==> config.mk <==
export PLATFORM = sky130hd
export DESIGN_NAME = irq_entry_seq
export DESIGN_NICKNAME = d
export VERILOG_FILES = /design/src/rtl/irq_entry_pkg.sv /design/src/rtl/irq_op_decode.sv /design/src/rtl/irq_vec_sel.sv /design/src/rtl/irq_entry_seq.sv
export SDC_FILE = /design/constraint.sdc
export NUM_CORES = 1
export LEC_CHECK = 0
export ABC_CLOCK_PERIOD_IN_PS = 2700
export CELL_PAD_IN_SITES_DETAIL_PLACEMENT = 1
export CELL_PAD_IN_SITES_GLOBAL_PLACEMENT = 2
export CORE_MARGIN = 1.5
export CORE_UTILIZATION = 30
export DETAILED_ROUTE_END_ITERATION = 7
export DONT_BUFFER_PORTS = 1
export PLACE_DENSITY = 0.74
export SLEW_MARGIN = 10
export SYNTH_ARGS = -nofsm -noshare
export SYNTH_HDL_FRONTEND = slang
export SYNTH_SLANG_ARGS = --single-unit
==> constraint.sdc <==
create_clock -name clk -period 2.7 [get_ports clk]
set_input_delay 0 -clock clk [delete_from_list [all_inputs] [get_ports clk]]
set_output_delay 0 -clock clk [all_outputs]
set_load 0.01 [all_outputs]
==> src/rtl/irq_entry_pkg.sv <==
package irq_entry_pkg;

    typedef enum logic [2:0] {
        ST_RUN     = 3'd0,
        ST_IDLE    = 3'd1,
        ST_ACK_OP  = 3'd2,
        ST_ACK_LO  = 3'd3,
        ST_ACK_HI  = 3'd4,
        ST_PUSH_HI = 3'd5,
        ST_PUSH_LO = 3'd6
    } entry_state_e;

    // T-state index (counted from 0) in which a bus cycle samples ready/data
    localparam int unsigned SAMPLE_T = 2;

endpackage

==> src/rtl/irq_op_decode.sv <==
module irq_op_decode #(
    parameter logic [7:0] CALL_OP = 8'hCD
) (
    input  logic [7:0]  op,
    output logic        is_call,
    output logic        is_restart,
    output logic [15:0] restart_tgt
);
    always_comb begin
        is_call     = (op == CALL_OP);
        is_restart  = !is_call && (op[7:6] == 2'b11) && (op[2:0] == 3'b111);
        restart_tgt = {10'd0, op[5:3], 3'b000};
    end
endmodule

==> src/rtl/irq_vec_sel.sv <==
module irq_vec_sel #(
    parameter int unsigned NUM_DIRECT = 4,
    parameter int unsigned SRC_W      = $clog2(NUM_DIRECT),
    parameter logic [NUM_DIRECT-1:0][15:0] DIRECT_VEC = '0
) (
    input  logic [SRC_W-1:0] src,
    output logic [15:0]      vec
);
    logic [NUM_DIRECT-1:0][15:0] term;

    for (genvar i = 0; i < NUM_DIRECT; i++) begin : g_term
        assign term[i] = (src == SRC_W'(i)) ? DIRECT_VEC[i] : 16'd0;
    end

    always_comb begin
        vec = 16'd0;
        for (int i = 0; i < NUM_DIRECT; i++) begin
            vec = vec | term[i];
        end
    end
endmodule

==> src/rtl/irq_entry_seq.sv <==
module irq_entry_seq
    import irq_entry_pkg::*;
#(
    parameter int unsigned NUM_DIRECT = 4,
    parameter int unsigned SRC_W      = $clog2(NUM_DIRECT),
    parameter logic [NUM_DIRECT-1:0][15:0] DIRECT_VEC =
        {16'h0C00, 16'h0800, 16'h0400, 16'h0200},
    parameter logic [7:0]  CALL_OP    = 8'hCD,
    parameter int unsigned IDLE_T     = 6,
    parameter int unsigned ACK_T      = 6,
    parameter int unsigned MEM_T      = 3
) (
    input  logic             clk,
    input  logic             rst_n,
    input  logic             instr_end,
    input  logic             irq_pending,
    input  logic             irq_vectored,
    input  logic [SRC_W-1:0] irq_src,
    input  logic [15:0]      pc_in,
    input  logic [15:0]      sp_in,
    input  logic             ready,
    input  logic [7:0]       data_in,
    output logic             busy,
    output logic             accept,
    output logic [15:0]      addr,
    output logic [7:0]       data_out,
    output logic             wr_stb,
    output logic             ack_stb,
    output logic             ir_load,
    output logic [7:0]       ir_byte,
    output logic             pc_load,
    output logic [15:0]      pc_new,
    output logic             sp_load,
    output logic [15:0]      sp_new
);
    localparam int unsigned MAX_T = (IDLE_T > ACK_T)
                                  ? ((IDLE_T > MEM_T) ? IDLE_T : MEM_T)
                                  : ((ACK_T > MEM_T) ? ACK_T : MEM_T);
    localparam int unsigned TW    = $clog2(MAX_T + 1);

    typedef struct packed {
        entry_state_e   state;
        logic [TW-1:0]  tcnt;
        logic [15:0]    pc;
        logic [15:0]    sp;
        logic [15:0]    tgt;
        logic [7:0]     op;
    } seq_regs_t;

    seq_regs_t q, d;

    logic        is_call, is_restart;
    logic [15:0] restart_tgt, direct_vec;
    logic [15:0] pc_base, sp_base;

    irq_op_decode #(.CALL_OP(CALL_OP)) u_dec (
        .op          (q.op),
        .is_call     (is_call),
        .is_restart  (is_restart),
        .restart_tgt (restart_tgt)
    );

    irq_vec_sel #(
        .NUM_DIRECT (NUM_DIRECT),
        .SRC_W      (SRC_W),
        .DIRECT_VEC (DIRECT_VEC)
    ) u_vec (
        .src (irq_src),
        .vec (direct_vec)
    );

    assign pc_base = q.pc;
    assign sp_base = q.sp;

    logic [TW-1:0] last_t;
    logic          uses_ready, hold, fin, in_win, capture;

    always_comb begin
        unique case (q.state)
            ST_IDLE:   last_t = TW'(IDLE_T - 1);
            ST_ACK_OP: last_t = TW'(ACK_T - 1);
            default:   last_t = TW'(MEM_T - 1);
        endcase
        uses_ready = (q.state != ST_RUN) && (q.state != ST_IDLE);
        hold       = uses_ready && (q.tcnt == TW'(SAMPLE_T)) && !ready;
        capture    = uses_ready && (q.tcnt == TW'(SAMPLE_T)) && ready;
        fin        = !hold && (q.tcnt == last_t);
        in_win     = (q.tcnt >= TW'(1)) && (q.tcnt <= TW'(SAMPLE_T));
    end

    always_comb begin
        d        = q;
        addr     = 16'd0;
        data_out = 8'd0;
        wr_stb   = 1'b0;
        ack_stb  = 1'b0;
        ir_load  = 1'b0;
        pc_load  = 1'b0;
        sp_load  = 1'b0;
        pc_new   = q.tgt;
        sp_new   = q.sp - 16'd2;
        busy     = (q.state != ST_RUN);
        accept   = ((q.state == ST_IDLE) || (q.state == ST_ACK_OP))
                   && (q.tcnt == '0);
        ir_byte  = q.op;

        if (q.state != ST_RUN) begin
            d.tcnt = hold ? q.tcnt : (fin ? '0 : q.tcnt + TW'(1));
        end

        unique case (q.state)
            ST_RUN: begin
                if (instr_end && irq_pending) begin
                    d.state = irq_vectored ? ST_ACK_OP : ST_IDLE;
                    d.tcnt  = '0;
                    d.pc    = pc_in;
                    d.sp    = sp_in;
                    d.tgt   = direct_vec;
                    d.op    = 8'd0;
                end
            end
            ST_IDLE: begin
                addr = q.pc;
                if (fin) d.state = ST_PUSH_HI;
            end
            ST_ACK_OP: begin
                addr    = q.pc;
                ack_stb = in_win;
                ir_load = (q.tcnt == TW'(SAMPLE_T + 1));
                if (capture) d.op = data_in;
                if (fin) begin
                    if (is_call) begin
                        d.state = ST_ACK_LO;
                    end else if (is_restart) begin
                        d.state = ST_PUSH_HI;
                        d.tgt   = restart_tgt;
                    end else begin
                        d.state = ST_RUN;
                    end
                end
            end
            ST_ACK_LO: begin
                addr    = q.pc;
                ack_stb = in_win;
                if (capture) d.tgt[7:0] = data_in;
                if (fin) d.state = ST_ACK_HI;
            end
            ST_ACK_HI: begin
                addr    = q.pc;
                ack_stb = in_win;
                if (capture) d.tgt[15:8] = data_in;
                if (fin) d.state = ST_PUSH_HI;
            end
            ST_PUSH_HI: begin
                addr     = q.sp - 16'd1;
                data_out = q.pc[15:8];
                wr_stb   = in_win;
                if (fin) d.state = ST_PUSH_LO;
            end
            ST_PUSH_LO: begin
                addr     = q.sp - 16'd2;
                data_out = q.pc[7:0];
                wr_stb   = in_win;
                if (fin) begin
                    pc_load = 1'b1;
                    sp_load = 1'b1;
                    d.state = ST_RUN;
                end
            end
            default: d.state = ST_RUN;
        endcase
    end

    always_ff @(posedge clk or negedge rst_n) begin
        if (!rst_n) begin
            q <= '{state: ST_RUN, tcnt: '0, pc: 16'd0, sp: 16'd0,
                   tgt: 16'd0, op: 8'd0};
        end else begin
            q <= d;
        end
    end
endmodule

Yosys cells after proc, flatten, opt, wreduce, memory -nomap -nowiden
Cells that the tools add are included.
{ "totals": {"output_inout_bits": 71, "ramBits": 0, "latchBits": 0, "n_memories": 0, "rom_bits": 0, "ff_bits": 62, "word_cells": 106, "input_bits": 48} }
{ "classes": {"n_reduce_logical": 31, "n_mux": 33, "n_mul": 0, "div_mod_pow": 0, "n_shift": 0, "eq_ne": 27, "addsub": 3, "magnitude_cmp": 2, "bitwise": 3} }
{ "op_table": {"columns": ["op", "n"], "rows": [
  ["62-bit two-way mux", 1],
  ["16-bit two-way mux", 3],
  ["16-bit OR", 3],
  ["16-bit one-hot mux with 3 select lines", 1],
  ["8-bit one-hot mux with 3 select lines", 2],
  ["35-bit two-way mux", 1],
  ["3-bit two-way mux", 11],
  ["8-bit one-hot mux with 2 select lines", 2],
  ["12-bit two-way mux", 2],
  ["2-bit inequality test, second input constant", 10],
  ["3-bit one-hot mux with 6 select lines", 1],
  ["6-bit AND reduction", 3],
  ["16-bit by 1-bit subtractor with 16-bit output, second input constant", 1],
  ["16-bit by 2-bit subtractor with 16-bit output, second input constant", 1],
  ["3-bit by 2-bit == test with 1-bit output, second input constant", 4],
  ["3-bit == test, second input constant", 4],
  ["11-bit two-way mux", 1],
  ["1-bit logical AND", 10],
  ["10-bit two-way mux", 1],
  ["3-bit nonzero test", 3],
  ["8-bit == test, second input constant", 1],
  ["8-bit two-way mux", 1],
  ["2-bit == test, second input constant", 3],
  ["3-bit zero test", 2],
  ["other kinds (19)", 27]
]} }

Longest topological paths before layout
{ "logic_depth": {"word_depth": 11, "mapped_depth": 8} }

Modules after synthesis
From an unflattened synthesis, not the netlist that was laid out.
{ "hier_totals": {"hier_cells": 473, "hier_area_um2": 4445.5} }
{ "modules_own_cells": {"columns": ["module", "area_each_um2", "n_inst", "cells_each"], "rows": [
  ["irq_entry_seq", 4176.5, 1, 434],
  ["irq_op_decode", 156.4, 1, 22],
  ["irq_vec_sel", 112.6, 1, 17]
]} }

Worst setup path before layout
OpenSTA, ideal clock, no wires.
{ "synth_timing": {"path_type": "flip-flop to flip-flop", "start": "reg q[60] in the netlist's numbering", "end": "reg q, in the netlist pc_new[11]", "required_ps": 2572, "t_arrival_ps": 2040, "path_slack_ps": 533, "path_buffers": 1, "setup_ps": 128, "stages_incl_launch_ff": 7, "path_cell_list": "dfrtp_1 -> buf_2 -> xnor2_1 -> or4_4 -> o31ai_4 -> nand4_4 -> mux2_1"} }
{ "synth_between": {"elab_chain_len": 8} }
{ "synth_rtl": {"columns": ["item", "line_no", "text"], "rows": [
  ["from (decl)", "irq_entry_seq.sv:50", "seq_regs_t q, d;"],
  ["from (signal assigned)", "irq_entry_seq.sv:176", "q <= '{state: ST_RUN, tcnt: '0, pc: 16'd0, sp: 16'd0,"],
  ["parallel branches: the longest is 8 deep, another holds 6-bit AND reduction", null, null]
]} }
Parallel ways; which one is timed is not known.
A chain may end at the register's enable or synchronous reset.

Final worst setup path
{ "layout_timing": {"start": "reg q, in the netlist sp_base[4]", "end": "out addr[14]"} }
{ "layout_between": {"elab_chain_len": 2} }
{ "layout_rtl": {"columns": ["item", "line_no", "text"], "rows": [
  ["16-bit by 2-bit subtractor with 16-bit output / 16-bit by 1-bit subtractor with 16-bit output (equally long branches)", "irq_entry_seq.sv:161, irq_entry_seq.sv:155", null],
  ["16-bit one-hot mux with 3 select lines (*)", "irq_entry_seq.sv:111", "unique case (q.state)"],
  ["to (decl)", "irq_entry_seq.sv:25", "output logic [15:0] addr,"]
]} }
Every way passes the cells marked *; elsewhere a longest branch is shown, timed or not.

==> reports/summary.md <==
The final number of hold-violating endpoints was 0. The tightest min-delay check is of the in2reg type. Counting cells, the worst reg-to-reg path comes to 8.

Once detail routing completed, the nets flagged for antenna violations numbered 0. The setup path with the least slack is of type reg2out. The proportion of layout cells with a drive suffix above 1 came out at 0.148. In this run the critical register-to-register path is launched from q[56]. Hold timing on the final database bottoms out at a slack of 0.0434 ns.

The slowest stage of the critical path is the nor4_1 cell. The mapped netlist covers 0.00401 mm². The cell at the root of the clock tree was clkbuf_16. The proportion of synthesized flip-flops having asynchronous set or reset came out at 1.00. Summed over all layers, the global routing overflow is 0. The die is 119 µm wide. The tools report the number of max-slew violations in the final report as 0.

The number of post-CTS setup repair buffers came out at 0. The die covers 0.0141 mm². The detailed router placed 3326 vias in this run.

The logs give 12900 µm for the aggregate routed wire length and 0.46 ns for the register-to-register setup slack. Walking the worst path, the cells encountered are nor4_1 -> nand4_1 -> or4_1 -> a21oi_1 -> a221o_1. The run gives 9 as the number of buffers created by CTS. The run gives 504 as the layout net count.

The register area share after synthesis was 0.387. In the routed layout, each cell is associated on average with a via count of 5.29. The placed wire-length estimate after detailed placement is 9400 µm. IR analysis of the VDD net gives a maximum drop of 0.441 mV. The congestion estimate from routability-driven global placement came to 0.832.

The most common cell after layout, fill and taps aside was dfrtp_1. Counting every net in the synthesized netlist gives 483. The run gives 0 ns as the setup TNS.

Summed over all cells, the static leakage comes to 2.05 nW. The tools report the capture instance of the worst register-to-register path as pc_new[11]. The repair_antennas step left the layout with diodes totalling 0. The tools report the final standard cell utilization of the core as 0.370.

Sorting the synthesized cells by area gives the leading types as dfrtp_1, mux2_2, buf_4, a22o_1, nand2_1. The combined buffer and inverter count along the critical path was 0; the top fanout value on the critical path was 8. The run gives 179 as the count of routing violations after the opening detailed-route iteration. The tools report the endpoint kind of the worst setup timing path as an output pin. Entering global routing, the biggest net connects 63 pins. The final routed DRC violation total was 0; the power density normalized to cell area was 1290 mW/mm².

Data on the critical path arrives at its endpoint at 2.58 ns. In this run the number of H-tree levels came out at 3. Row generation in the floorplan step produced 42 rows. The core region is 0.0131 mm².

The path length in cells of the critical path is 5, and the sink count of the clock tree is 62. Setup repair after global routing left no endpoint under its margin. The first element of the critical path was sp_base[4].

The die is 119 µm tall. At the pin with the least slew margin, the transition time is 1.15 ns. The tools report the starting density of the core as 0.305. The tools report the max capacitance violation total as 0. Data on the critical path is required at its endpoint by 2.70 ns. The synthesized design contains 62 register bits.

Counting flops with a built-in enable in the synthesized netlist gives 0. Counting along the longest clock path gives a buffer depth of 2. The critical path ends at addr[14]. The first detailed-routing pass ran for 4 iterations. The kind of cell with the highest combined delay along the critical path is simple AND/OR/NAND/NOR gates. After clock tree synthesis, the clock-pin slew on the worst setup and hold paths is 0.06 ns. During synthesis, Yosys emitted a total of 0 warnings. The mean routed wirelength per cell was 20.6 µm.

The post-route cell area came out at 0.00486 mm². The maximum single-stage delay on the critical path is 0.61 ns. The run gives 1501 as the number of inserted filler cells in the final layout. TritonCTS built the clock tree.

Setup violations remaining at the end of the flow were counted as 0. The run gives 0.00155 mm² as the area occupied by registers. The tools report the distinct cell type count after synthesis as 56. The period utilization was 0.955; the average cell area after synthesis was 9.38 µm². The growth of design area from synthesis to finish works out to 21.4%.

After technology mapping, the gate count stands at 427. The synthesized design spends more area on one cell type than any other, namely dfrtp_1. The run finished with clean final reports.

The wire length of the first global-routing pass is 20700 µm, and the number of global-route vias before repair is 3575. After layout, the minimum clock period comes to 2.58 ns. Global-route total usage across every layer: 0.188. The worst setup path is launched from a flip-flop.

The combined area of the multi-input logic cells was 0.00205 mm²; the share of Yosys cell area claimed by the top area cell type was 0.387. The post-place instance area is 0.00407 mm². Input and output buffers added on the ports amount to 0. For the final database, setup skew stands at 0.00305 ns. The initial antenna violation count was 0; the maximum clock frequency was 388 MHz. The later pin in the worst-skew pair is clocked with a latency of 0.33 ns. Among all flip-flop cells after synthesis, the most frequent one is dfrtp_1.

119 I/O pins were placed. The library cells used most frequently in the layout, excluding fill and tap cells, are dfrtp_1, dlygate4sd3_1, nand2_1. For the headroom to the max-slew limit, the log shows 0.226.
where the power goes:
part / total, mW / internal, mW / switching, mW
registers: 1.97 / 1.35 / 0.626
logic: 3.06 / 1.21 / 1.85
clock network: 1.26 / 0.831 / 0.428
total: 6.29 / 3.39 / 2.90
flip-flops by register name, summed over array words and instances (netlist names):
name and flops:
ir_byte 8, pc_base 16, pc_new 16, q 6, sp_base 16
tightest hold or removal path, cell delays in order:
cell,delay [ns]
nor2_1,0.07
a22o_1,0.13
mux2_2,0.14
layout make-up:
cell class | count | share of cell area
Inverter | 34 | 0.0262
Timing Repair Buffer | 60 | 0.122
Clock inverter | 4 | 0.0144
Sequential cell | 62 | 0.319
Clock buffer | 12 | 0.0507
Multi-Input combinational cell | 281 | 0.422
Tap cell | 176 | 0.0453
repair_timing:
action | 4_1_cts | 5_1_grt
hold buffers | 45 | 0
hold endpoints to repair | 119 | 0
gates resized for setup | 0 | 1
setup endpoints to repair | 0 | 2
layer usage:
metal  up-vias  GRT usage  share of wire
met2       104      0.331           0.51
met3        11     0.0569          0.068
met5         -          0              0
met4         0     0.0444          0.010
met1      1670      0.225           0.41
li1       1541          -              -
worst min-delay path by stage:
stage | from | end | slack [ns] | cells after the start
detailed placement | rst_n | sp_base[8] | -0.29 | 0
finish | irq_src[1] | pc_new[9] | 0.04 | 3
global route | ready | q[56] | 0.07 | 3
floorplan | rst_n | ir_byte[0] | -0.30 | 0
global placement | rst_n | sp_base[10] | -0.29 | 0
CTS | irq_src[1] | pc_new[9] | 0.05 | 3
through the flow:
| stage | setup slack [ns] | total power, mW | cells |
|---|---|---|---|
| 6_report | 0.121 | 6.29 | 629 |
| 5_1_grt | 0.00943 | 6.72 | 629 |
| 4_1_cts | 0.0820 | 6.34 | 629 |
| 3_5_place_dp | 0.459 | 4.96 | 568 |
| 3_3_place_gp | 0.470 | 4.86 | 568 |
| 2_1_floorplan | 0.533 | 4.21 | 427 |
cell families after synthesis:
kind of cell / after synthesis / synth area share
and+or+nand+nor: 117 / 0.154
xor gates and xnor gates: 20 / 0.0437
AOI/OAI and AO/OA: 89 / 0.158
DFF: 62 / 0.387
buffers and inverters: 84 / 0.104
adders and majority gates: 9 / 0.0275
muxes: 46 / 0.126
synth_stat cells, types with 7 or more instances:
cell type / n
a21oi_1: 12
a22o_1: 16
buf_4: 26
clkbuf_1: 21
dfrtp_1: 62
ha_1: 8
inv_1: 33
mux2_1: 8
mux2_2: 28
mux2i_1: 10
nand2_1: 37
nand3_1: 15
nor2_1: 19
nor3_1: 13
nor4_1: 7
o21ai_0: 22
o22ai_1: 9
xnor2_1: 10
xor2_1: 10
Note: power is estimated with default switching activity, not from simulation.
